--- src/rtl/dbg_match_pkg.sv ---
// Package: shared encodings and helpers for the debug address match unit.
// Assumes a 32-bit register port and exactly four slots in the control layout.
package dbg_match_pkg;

    localparam int DATA_W      = 32;
    localparam int NUM_SLOTS   = 4;
    localparam int FIELD_BASE  = 16;
    localparam int FIELD_W     = 4;
    localparam int SLOW_LOCAL  = 8;
    localparam int SLOW_GLOBAL = 9;
    localparam int RSV_LO      = 10;
    localparam int RSV_HI      = 15;

    localparam logic [2:0] IDX_STATUS = 3'd6;
    localparam logic [2:0] IDX_CTRL   = 3'd7;

    typedef enum logic [1:0] {
        EV_FETCH = 2'd0,
        EV_READ  = 2'd1,
        EV_WRITE = 2'd2,
        EV_IO    = 2'd3
    } ev_kind_e;

    typedef enum logic [1:0] {
        ACC_EXEC  = 2'b00,
        ACC_WRITE = 2'b01,
        ACC_IO    = 2'b10,
        ACC_RDWR  = 2'b11
    } acc_type_e;

    // Length code to log2 of byte count.
    function automatic logic [1:0] len_log2(input logic [1:0] code);
        case (code)
            2'b00:   len_log2 = 2'd0;
            2'b01:   len_log2 = 2'd1;
            2'b11:   len_log2 = 2'd2;
            default: len_log2 = 2'd3;
        endcase
    endfunction

    // Bits of the control word that hold storage (reserved bits excluded).
    function automatic logic [DATA_W-1:0] ctrl_keep_mask();
        logic [DATA_W-1:0] m;
        m = '1;
        for (int b = RSV_LO; b <= RSV_HI; b++) m[b] = 1'b0;
        return m;
    endfunction

    // Bits of the control word that hold local enables.
    function automatic logic [DATA_W-1:0] local_en_mask();
        logic [DATA_W-1:0] m;
        m = '0;
        for (int s = 0; s < NUM_SLOTS; s++) m[2*s] = 1'b1;
        return m;
    endfunction

endpackage

--- src/rtl/dbg_slot_match.sv ---
// Module: dbg_slot_match
// Combinational compare of one slot against the current bus event.
// Assumes the slot range is aligned to its length; execute slots cover 1 byte.
module dbg_slot_match
    import dbg_match_pkg::*;
#(
    parameter int ADDR_W = 32
) (
    input  logic [ADDR_W-1:0] slot_addr,
    input  logic              en_local,
    input  logic              en_global,
    input  logic [3:0]        field,
    input  logic              ev_valid,
    input  logic [1:0]        ev_kind,
    input  logic [ADDR_W-1:0] ev_addr,
    input  logic [1:0]        ev_size,
    output logic              hit
);

    localparam int EXT_W = ADDR_W + 1;

    logic [1:0]       acc;
    logic [1:0]       slot_lg;
    logic             kind_ok;
    logic [EXT_W-1:0] s_lo, s_hi, e_lo, e_hi;
    logic [EXT_W-1:0] s_span, e_span;

    // Decode access type and effective length of the slot.
    always_comb begin
        acc     = field[1:0];
        slot_lg = (acc == ACC_EXEC) ? 2'd0 : len_log2(field[3:2]);
    end

    // Pair the slot access type with the event kind.
    always_comb begin
        case (acc)
            ACC_EXEC:  kind_ok = (ev_kind == EV_FETCH);
            ACC_WRITE: kind_ok = (ev_kind == EV_WRITE);
            ACC_RDWR:  kind_ok = (ev_kind == EV_READ) || (ev_kind == EV_WRITE);
            default:   kind_ok = (ev_kind == EV_IO);
        endcase
    end

    // Form both byte ranges one bit wider so the end never wraps.
    always_comb begin
        s_span = (EXT_W'(1) << slot_lg) - EXT_W'(1);
        e_span = (EXT_W'(1) << ev_size) - EXT_W'(1);
        s_lo   = {1'b0, slot_addr & ({ADDR_W{1'b1}} << slot_lg)};
        s_hi   = s_lo + s_span;
        e_lo   = {1'b0, ev_addr};
        e_hi   = e_lo + e_span;
    end

    // Overlap test gated by enables and kind.
    always_comb begin
        hit = ev_valid && (en_local || en_global) && kind_ok &&
              (e_lo <= s_hi) && (s_lo <= e_hi);
    end

endmodule

--- src/rtl/dbg_ctrl_reg.sv ---
// Module: dbg_ctrl_reg
// Holds the packed control word; masks reserved bits and applies task switches.
// Assumes a task switch is applied after any same-cycle software write.
module dbg_ctrl_reg
    import dbg_match_pkg::*;
(
    input  logic              clk,
    input  logic              rst_n,
    input  logic              wr_en,
    input  logic [DATA_W-1:0] wdata,
    input  logic              task_switch,
    output logic [DATA_W-1:0] ctrl_q
);

    localparam logic [DATA_W-1:0] KEEP  = ctrl_keep_mask();
    localparam logic [DATA_W-1:0] LOCAL = local_en_mask();

    logic [DATA_W-1:0] written;

    // Pick the software value or the held value.
    always_comb begin
        written = wr_en ? (wdata & KEEP) : ctrl_q;
    end

    // Register the control word, dropping local enables on a task switch.
    always_ff @(posedge clk) begin
        if (!rst_n)           ctrl_q <= '0;
        else if (task_switch) ctrl_q <= written & ~LOCAL;
        else                  ctrl_q <= written;
    end

endmodule

--- src/rtl/dbg_status_reg.sv ---
// Module: dbg_status_reg
// Sticky per-slot hit bits and the registered trap pulse.
// Assumes hits from the current cycle override a same-cycle clearing write.
module dbg_status_reg #(
    parameter int N = 4
) (
    input  logic         clk,
    input  logic         rst_n,
    input  logic         wr_en,
    input  logic [N-1:0] wdata,
    input  logic [N-1:0] hit,
    output logic [N-1:0] status_q,
    output logic         trap_q
);

    // Update the hit bits: software value or held value, OR new hits.
    always_ff @(posedge clk) begin
        if (!rst_n) status_q <= '0;
        else        status_q <= (wr_en ? wdata : status_q) | hit;
    end

    // One-cycle trap after any matching event.
    always_ff @(posedge clk) begin
        if (!rst_n) trap_q <= 1'b0;
        else        trap_q <= |hit;
    end

endmodule

--- src/rtl/dbg_match_unit.sv ---
// Module: dbg_match_unit (top)
// Four address slots, packed control word, sticky status and trap output,
// reached through an indexed register port with combinational reads.
// Assumes ADDR_W <= 32 so slot addresses fit the register port.
module dbg_match_unit
    import dbg_match_pkg::*;
#(
    parameter int ADDR_W = 32
) (
    input  logic              clk,
    input  logic              rst_n,
    input  logic              reg_wr,
    input  logic [2:0]        reg_idx,
    input  logic [31:0]       reg_wdata,
    output logic [31:0]       reg_rdata,
    input  logic              task_switch,
    input  logic              ev_valid,
    input  logic [1:0]        ev_kind,
    input  logic [ADDR_W-1:0] ev_addr,
    input  logic [1:0]        ev_size,
    output logic              trap
);

    logic [ADDR_W-1:0]    slot_addr_q [NUM_SLOTS];
    logic [DATA_W-1:0]    ctrl_q;
    logic [NUM_SLOTS-1:0] status_q;
    logic [NUM_SLOTS-1:0] hit;
    logic                 wr_ctrl, wr_status;

    // Decode writes to the control and status registers.
    always_comb begin
        wr_ctrl   = reg_wr && (reg_idx == IDX_CTRL);
        wr_status = reg_wr && (reg_idx == IDX_STATUS);
    end

    for (genvar i = 0; i < NUM_SLOTS; i++) begin : g_slot
        // Slot address register.
        always_ff @(posedge clk) begin
            if (!rst_n)                              slot_addr_q[i] <= '0;
            else if (reg_wr && (reg_idx == 3'(i)))   slot_addr_q[i] <= reg_wdata[ADDR_W-1:0];
        end

        dbg_slot_match #(.ADDR_W(ADDR_W)) u_match (
            .slot_addr (slot_addr_q[i]),
            .en_local  (ctrl_q[2*i]),
            .en_global (ctrl_q[2*i+1]),
            .field     (ctrl_q[FIELD_BASE + FIELD_W*i +: FIELD_W]),
            .ev_valid  (ev_valid),
            .ev_kind   (ev_kind),
            .ev_addr   (ev_addr),
            .ev_size   (ev_size),
            .hit       (hit[i])
        );
    end

    dbg_ctrl_reg u_ctrl (
        .clk         (clk),
        .rst_n       (rst_n),
        .wr_en       (wr_ctrl),
        .wdata       (reg_wdata),
        .task_switch (task_switch),
        .ctrl_q      (ctrl_q)
    );

    dbg_status_reg #(.N(NUM_SLOTS)) u_status (
        .clk      (clk),
        .rst_n    (rst_n),
        .wr_en    (wr_status),
        .wdata    (reg_wdata[NUM_SLOTS-1:0]),
        .hit      (hit),
        .status_q (status_q),
        .trap_q   (trap)
    );

    // Combinational read multiplexer over the register map.
    always_comb begin
        reg_rdata = '0;
        for (int i = 0; i < NUM_SLOTS; i++) begin
            if (reg_idx == 3'(i)) reg_rdata = DATA_W'(slot_addr_q[i]);
        end
        if (reg_idx == IDX_STATUS) reg_rdata = DATA_W'(status_q);
        if (reg_idx == IDX_CTRL)   reg_rdata = ctrl_q;
    end

endmodule

--- config.mk ---
export PLATFORM = sky130hd
export DESIGN_NAME = dbg_match_unit
export DESIGN_NICKNAME = d
export VERILOG_FILES = /design/src/rtl/dbg_match_pkg.sv /design/src/rtl/dbg_slot_match.sv /design/src/rtl/dbg_ctrl_reg.sv /design/src/rtl/dbg_status_reg.sv /design/src/rtl/dbg_match_unit.sv
export SDC_FILE = /design/constraint.sdc
export NUM_CORES = 1
export LEC_CHECK = 0
export BUFFER_PORTS_ARGS = -buffer_cell sky130_fd_sc_hd__buf_2
export CORE_ASPECT_RATIO = 0.9
export CORE_MARGIN = 2
export CORE_UTILIZATION = 59
export CTS_CLUSTER_DIAMETER = 150
export DETAILED_ROUTE_END_ITERATION = 10
export GPL_TIMING_DRIVEN = 0
export MAX_ROUTING_LAYER = met4
export PLACE_DENSITY = 0.88
export SLEW_MARGIN = 20
export SYNTH_ARGS = -nofsm -noshare
export SYNTH_HDL_FRONTEND = slang
export SYNTH_SLANG_ARGS = --single-unit
export TNS_END_PERCENT = 20
--- constraint.sdc ---
create_clock -name clk -period 6.2 [get_ports clk]
set_clock_uncertainty 0.05 [all_clocks]
set_input_delay 0.62 -clock clk [delete_from_list [all_inputs] [get_ports clk]]
set_output_delay 0.62 -clock clk [all_outputs]
set_load 0.03 [all_outputs]
==> results.toml, run 1 <==
[critical_path]
startpoint_type = "register"
r2r_cells = 24
crit_chain = "ha_1, o22ai_1, or2_2, nand2_1, ha_1, inv_1, ha_1, a211oi_2, o21a_1, o31a_1, o21bai_1, a211oi_2, o21bai_1, xnor2_1, ha_1, nand4_1, nor4_4, a21oi_1, o211ai_1, a21oi_1, nor4_4, o221ai_2, o21ai_4, a41oi_2"
worstReg2RegStart = "u_ctrl.ctrl_q[23]$_SDFFE_PN0P_"
crit_path_max_incr_delay_ns = 0.55
slowest_stage = "nor4_4"
cp_common_cell = "ha_1"
cp_data_required_time_ns = 6.48
reg2reg_slack_ns = 0.03
rr_endpoint = "u_status.trap_q$_SDFF_PN0_"
crit_path_end_kind = "register"
cp_max_fo = 4
critical_path_class = "register to register"
arrival_ns = 6.45

[clocking]
ctsHoldBuffers = 0
clk_path_buf_depth = 2
clk_pin_slew_worst_paths_ns = 0.08
cts_tree = "yes"
clk_latency_ns = 0.46
cts-root-buf = "clkbuf_16"
cts_buffers = 17
cts_sinks = 159
htree_num_levels = 4

[timing]
relSlewSlack_pct = 20.04
maxSlewViolCount = 0
setup_tns_ns = 0
finalCritPeriodShare_pct = 99.51
finalSetupViolCount = 0
tightest_slew_ns = 1.169
min_period_ns = 6.169
timing.fmax_ghz = 0.1621
hold_violations = 0

[placed_design]
hpwl_um = 60540
io_buffers = 105
placed_area_mm2 = 0.02249
place.gp.congestion = 1.063

[routing]
viasPerCell = 6.681
route.vias.total = 20620
wirelength_um = 75390
drc = 0
firstDrtPassIters = 8
wire_per_inst_um = 24.43
drt_iter0_drc = 2425
antenna_left = 0

[synth]
synth_cell_types = 83
synth_seq_cells = 159
syn_area_mm2 = 0.02119
yosys_warnings = 0
syn_nets = 2950
yosysSeqAreaShare_pct = 21.07
async_flop_share_pct = 0
synth-edff-count = 128
syn-instance-count = 2431
syn_avg_cell_area_um2 = 8.716
ys.flop_type = "edfxtp_1"

[power_and_ir_drop]
power.density_mw_per_mm2 = 216.2
seq_power_share_pct = 25.4
pwr-share-clk_pct = 21.3
cellLeakagePower_nw = 11.48
ir_drop_mv = 0.2027
power_frac_comb_pct = 53.4
p_sw_mw = 2.321
intPower_mw = 2.912
swShare_pct = 44.36

[grt]
grt_usage_pct = 40.70
grt_max_degree = 20
grt_pass1_wl_um = 111000
gr-total-overflow = 0
grt_pass1_vias = 19350
antenna_found_initial = 1

[floorplanning]
num_rows = 65
start_util_pct = 60.17
die_h_um = 183.8
die_x_um = 203.8
core_area_mm2 = 0.03522
ios = 109
dieArea_mm2 = 0.03745

[final_layout]
nFillCells = 2700
utilization_pct = 68.74
fin_nets = 3122
postLayoutCellArea_mm2 = 0.02421
drive_gt1_share_pct = 14.56
syn_to_final_growth_pct = 14.24

[min_path]
min_from = "reg_wdata[23]"
hold_end = "u_ctrl.ctrl_q[23]$_SDFFE_PN0P_"
hold_path.class = "input pin to register"
min_path_cells = 3

[outcome]
status = "finished, final reports clean"

[flow_run]
max_cap_viol_count = 0
metal layers:
layer / GRT usage (%) / up-vias / share of wire (%)
li1: - / 9269 / -
met1: 54.17 / 9820 / 39
met2: 59.16 / 1287 / 42
met3: 8.472 / 242 / 14
met4: 19.04 / 0 / 5.1
met5: - / - / 0
layout by cell type (no fill, tap or decap), types with 9 or more instances in the layout:
cell type,n
nand3_1,21
ha_1,426
nor2_1,92
nor3_1,27
a21oi_2,16
o21a_1,19
nand2_1,164
nor2b_1,34
inv_1,264
a21o_1,146
o211ai_1,21
or2_2,12
and3_1,11
buf_4,41
a21oi_1,187
clkbuf_1,34
dfxtp_1,24
clkbuf_16,17
o21ai_1,20
edfxtp_1,128
a211oi_2,10
nand2b_1,40
and2_1,136
a31oi_1,9
o21ai_0,92
xnor2_1,67
mux4_2,31
o221ai_1,10
buf_2,106
nand4_1,66
o21bai_1,27
a211oi_1,20
xor2_1,66
timing repair:
item	CTS	global route
pin swaps	33	62
setup endpoints to repair	5	5
gates resized for setup	76	86
setup buffers	23	18
state kept, by name, indices dropped and copies added (netlist names):
signal and count:
slot_addr_q 128, u_ctrl.ctrl_q 26, u_status.status_q 4, u_status.trap_q 1
worst max-delay path: cells and delay by family (launching register included):
kind / cells / cell delay [ns]
AO/OA/AOI/OAI: 13 / 2.55
XOR/XNOR: 1 / 0.39
adder cells (fa/ha/maj): 4 / 0.97
buffers and inverters: 1 / 0.11
flip-flops: 1 / 0.40
AND/OR/NAND/NOR: 5 / 1.53
logic make-up after synthesis:
logic type      synth area share [%]
simple gates                   16.25
xor+xnor                       5.828
buf+inv                        5.415
mux                            3.791
fa+ha+maj                      26.34
compound gates                 21.31
flops                          21.07
power by group through the flow:
stage / registers, mW / logic (mW) / clock network, mW
2_1_floorplan: 1.29 / 1.79 / 0
3_3_place_gp: 1.35 / 2.36 / 0
3_5_place_dp: 1.34 / 2.48 / 0
4_1_cts: 1.32 / 2.61 / 1.09
5_1_grt: 1.33 / 3.04 / 1.14
6_report: 1.33 / 2.79 / 1.11
cell usage after synthesis, drive strengths merged (6+ instances only):
cell,number,area share [%]
o21ai,125,3.0
a2111oi,11,0.45
xor2,72,3.0
nor4,10,0.30
nor2b,34,1.0
o31ai,8,0.28
and3,12,0.36
a31oi,14,0.44
xnor2,69,2.9
or4,6,0.21
mux4,32,3.4
a221oi,7,0.38
nor2,97,1.7
mux2i,8,0.38
and2,136,4.0
nand2,164,2.9
nand2b,42,1.2
edfxtp,128,18
o21a,19,0.67
inv,265,4.7
a21boi,6,0.21
o211ai,23,0.86
o221ai,11,0.45
o22ai,8,0.24
nand4,66,1.9
nand3,24,0.57
ha,438,26
or2,12,0.35
or3,8,0.24
dfxtp,31,2.9
a21oi,208,5.0
nor3,34,0.83
o21bai,27,0.96
clkbuf,34,0.60
a211oi,31,1.2
a21o,149,5.3
per-stage QoR:
stage               hold WS (ns)  power (mW)  cells  setup WS [ns]
floorplan                 0.3866       3.074   2431         0.6803
global placement          0.3936       3.702   3005         -1.571
detailed placement        0.4009       3.821   3012         -1.597
CTS                       0.3813       5.023   3067       0.005097
global route              0.3911       5.505   3085       -0.06466
finish                    0.3726       5.233   3086        0.03066
how the worst max path moves through the flow:
stage	from	endpoint	slack, ns	cells after the start
floorplan	u_ctrl.ctrl_q[26]$_SDFFE_PN0P_	u_status.trap_q$_SDFF_PN0_	0.68	26
global placement	u_ctrl.ctrl_q[18]$_SDFFE_PN0P_	u_status.trap_q$_SDFF_PN0_	-1.57	24
detailed placement	u_ctrl.ctrl_q[18]$_SDFFE_PN0P_	u_status.trap_q$_SDFF_PN0_	-1.60	24
CTS	u_ctrl.ctrl_q[22]$_SDFFE_PN0P_	u_status.trap_q$_SDFF_PN0_	0.005	29
global route	u_ctrl.ctrl_q[18]$_SDFFE_PN0P_	u_status.trap_q$_SDFF_PN0_	-0.06	25
finish	u_ctrl.ctrl_q[23]$_SDFFE_PN0P_	u_status.trap_q$_SDFF_PN0_	0.03	24
final cells by class:
class / count / area, um^2 / area share [%]
plain buffers: 38 / 150.1 / 0.6203
multi-input cells: 1968 / 16410 / 67.80
well taps: 469 / 586.8 / 2.424
repair buffers: 153 / 964.7 / 3.985
flip-flops and latches: 159 / 4481 / 18.51
inverters: 266 / 998.5 / 4.125
diodes: 1 / 2.502 / 0.01034
clock inverters: 15 / 186.4 / 0.7701
clock buffers: 17 / 425.4 / 1.757
Power figures use the tool's default switching activity.
==> run 2: changes to the inputs <==
--- a/config.mk
+++ b/config.mk
@@ -5,6 +5,7 @@
 export SDC_FILE = /design/constraint.sdc
 export NUM_CORES = 1
 export LEC_CHECK = 0
+export ABC_AREA = 1
 export BUFFER_PORTS_ARGS = -buffer_cell sky130_fd_sc_hd__buf_2
 export CORE_ASPECT_RATIO = 0.9
 export CORE_MARGIN = 2
==> run 2 against run 1 <==
Effect of this change:
- hold slack better by 0.043 ns
- die area up 2.7%
- non-clock buffer count fell by 43
- synthesized cell count grew 26%
- count of clock-buffer cells in the layout unchanged
- fmax grew 4.6%
- area after synthesis is 2.8% higher
- combinational power is essentially flat
- critical endpoint unchanged
- total power shrank 0.97%
==> results.toml, run 2 <==
[outcome]
status = "finished, final reports clean"

[min_path]
min_from = "reg_wdata[2]"
hold_end = "u_status.status_q[2]$_SDFF_PN0_"
hold_path.class = "input pin to register"
min_path_cells = 3

[final_layout]
layout_commonest_cell = "nand2_1"
largest_reg_flops = 128
final_cell_mix = "nand2_1, inv_1, ha_1"
drive_gt1_share_pct = 6.394
syn_to_final_growth_pct = 8.939
fin_nets = 3712
stdcell_count = 3683
top_register = "slot_addr_q"
nFillCells = 3280
top_regs = "slot_addr_q: 128 flops, u_ctrl.ctrl_q: 26 flops, u_status.status_q: 4 flops"

[synth]
syn_area_mm2 = 0.02178
synth_cell_types = 49
syn-instance-count = 3062
synth_top_area_share_pct = 25.16
syn_avg_cell_area_um2 = 7.113
syn_nets = 3581
yosysSeqAreaShare_pct = 20.50
yosys_warnings = 0
synth_seq_cells = 159
ys.flop_type = "edfxtp_1"
synth_top_area_cell = "ha_1"
async_flop_share_pct = 0
synth_common_cells = "nand2_1, inv_1, ha_1"
synthTopCellsByArea = "ha_1, edfxtp_1, nand2_1"
synth-edff-count = 128
yosysMostFrequentCell = "nand2_1"

[critical_path]
r2r_cells = 28
arrival_ns = 6.23
rr_endpoint = "u_status.trap_q$_SDFF_PN0_"
critical_path_class = "register to register"
cp_max_fo = 3
crit_path_max_incr_delay_ns = 0.43
startpoint_type = "register"
slowest_stage = "nor4b_4"
cp_data_required_time_ns = 6.53
worstReg2RegStart = "u_ctrl.ctrl_q[22]$_SDFFE_PN0P_"
crit_path_end_kind = "register"
cp_common_cell = "nand2_1"
reg2reg_slack_ns = 0.30

[clocking]
cts_tree = "yes"
cts_sinks = 159
clk_latency_ns = 0.45
clk_pin_slew_worst_paths_ns = 0.07
cts-root-buf = "clkbuf_16"
ctsHoldBuffers = 0
cts_buffers = 17
clk_path_buf_depth = 2
postCtsSetupRepairBufs = 0
htree_num_levels = 4

[power_and_ir_drop]
power_mw = 5.183
ir_drop_mv = 0.2837
power.density_mw_per_mm2 = 218.4
cellLeakagePower_nw = 12.06

[routing]
viasPerCell = 6.080
route.vias.total = 22390
wirelength_um = 77770
antenna_left = 0
drt_iter0_drc = 2995
wire_per_inst_um = 21.11
drc = 0
firstDrtPassIters = 7

[flow_run]
max_cap_viol_count = 0

[timing]
finalSetupViolCount = 0
tightest_slew_ns = 1.094
relSlewSlack_pct = 26.55
rsz0062_at_grt = "false"
finalCritPeriodShare_pct = 95.14
hold_violations = 0
timing.fmax_ghz = 0.1695
maxSlewViolCount = 0
min_period_ns = 5.898

[floorplanning]
die_x_um = 206.5
ios = 109
num_rows = 66
start_util_pct = 60.08
die_h_um = 186.3
core_area_mm2 = 0.03625
dieArea_mm2 = 0.03847

[grt]
grt_pass1_vias = 20580
gr-total-overflow = 0
grt_pass1_wl_um = 115600
grt_max_degree = 21
antenna_found_initial = 2
grt_usage_pct = 41.81

[placed_design]
dp_cells = 3650
place.gp.congestion = 1.145
io_buffers = 108
hpwl_um = 65480
[run 2: final cells by class]
cell class	count	area, um^2	area share, %
Multi-Input combinational cell	2396	15520	65.43
Sequential cell	159	4464	18.82
Inverter	471	1768	7.451
Timing Repair Buffer	112	650.6	2.742
Tap cell	476	595.6	2.510
Clock buffer	17	425.4	1.793
Clock inverter	15	160.2	0.6750
Buffer	36	135.1	0.5695
Antenna cell	1	2.502	0.01055
[run 2: per-layer routing]
metal,GRT usage [%],wire length [um]
met3,8.833,10470
met1,53.94,30710
met5,-,0
met2,62.43,32280
met4,20.06,4308
[run 2: power breakdown]
part | internal [mW] | total [mW] | switching [mW]
Clock | 0.541 | 1.04 | 0.494
Combinational | 1.01 | 2.80 | 1.79
Sequential | 1.22 | 1.35 | 0.128
[run 2: logic make-up after synthesis]
family	Yosys count	share of synthesized area, %
buffers and inverters	507	8.738
AO/OA/AOI/OAI	669	18.19
XOR/XNOR	143	5.751
flip-flops	159	20.50
adder cells (fa/ha/maj)	443	25.62
AND/OR/NAND/NOR	1141	21.20
[run 2: per-stage QoR]
step / area [um^2] / setup WS [ns] / hold WS, ns / setup TNS, ns / utilization, %
after floorplan: 21780 / 1.889 / 0.4127 / 0 / -
after global placement: 22920 / -0.1030 / 0.4309 / -0.1672 / 63.21
after detailed placement: 23070 / -0.1559 / 0.4339 / -0.2664 / 63.64
after CTS: 23660 / 0.09221 / 0.4090 / 0 / 65.27
after global routing: 23730 / 0.01753 / 0.4228 / 0 / 65.45
final: 23730 / 0.3016 / 0.4154 / 0 / 65.45
[run 2: critical path: cells and delay by family, from the launching register on]
family          cells  cell delay, ns
simple gates       16            2.57
compound gates      4            0.78
fa+ha+maj           5            1.78
buf+inv             2            0.12
flops               1            0.36
xor+xnor            1            0.18
[run 2: how the worst max path moves through the flow]
stage / from / cells past startpoint / to / slack, ns
floorplan: u_ctrl.ctrl_q[18]$_SDFFE_PN0P_ / 33 / u_status.trap_q$_SDFF_PN0_ / 1.89
detailed placement: u_ctrl.ctrl_q[22]$_SDFFE_PN0P_ / 33 / u_status.trap_q$_SDFF_PN0_ / -0.16
global route: u_ctrl.ctrl_q[22]$_SDFFE_PN0P_ / 31 / u_status.trap_q$_SDFF_PN0_ / 0.02
finish: u_ctrl.ctrl_q[22]$_SDFFE_PN0P_ / 28 / u_status.trap_q$_SDFF_PN0_ / 0.30
CTS: u_ctrl.ctrl_q[22]$_SDFFE_PN0P_ / 33 / u_status.trap_q$_SDFF_PN0_ / 0.09
global placement: u_ctrl.ctrl_q[22]$_SDFFE_PN0P_ / 33 / u_status.trap_q$_SDFF_PN0_ / -0.10
[run 2: timing repair]
item	in CTS	in global routing
setup endpoints to repair	2	3
pin swaps	0	1
gates resized for setup	1	13
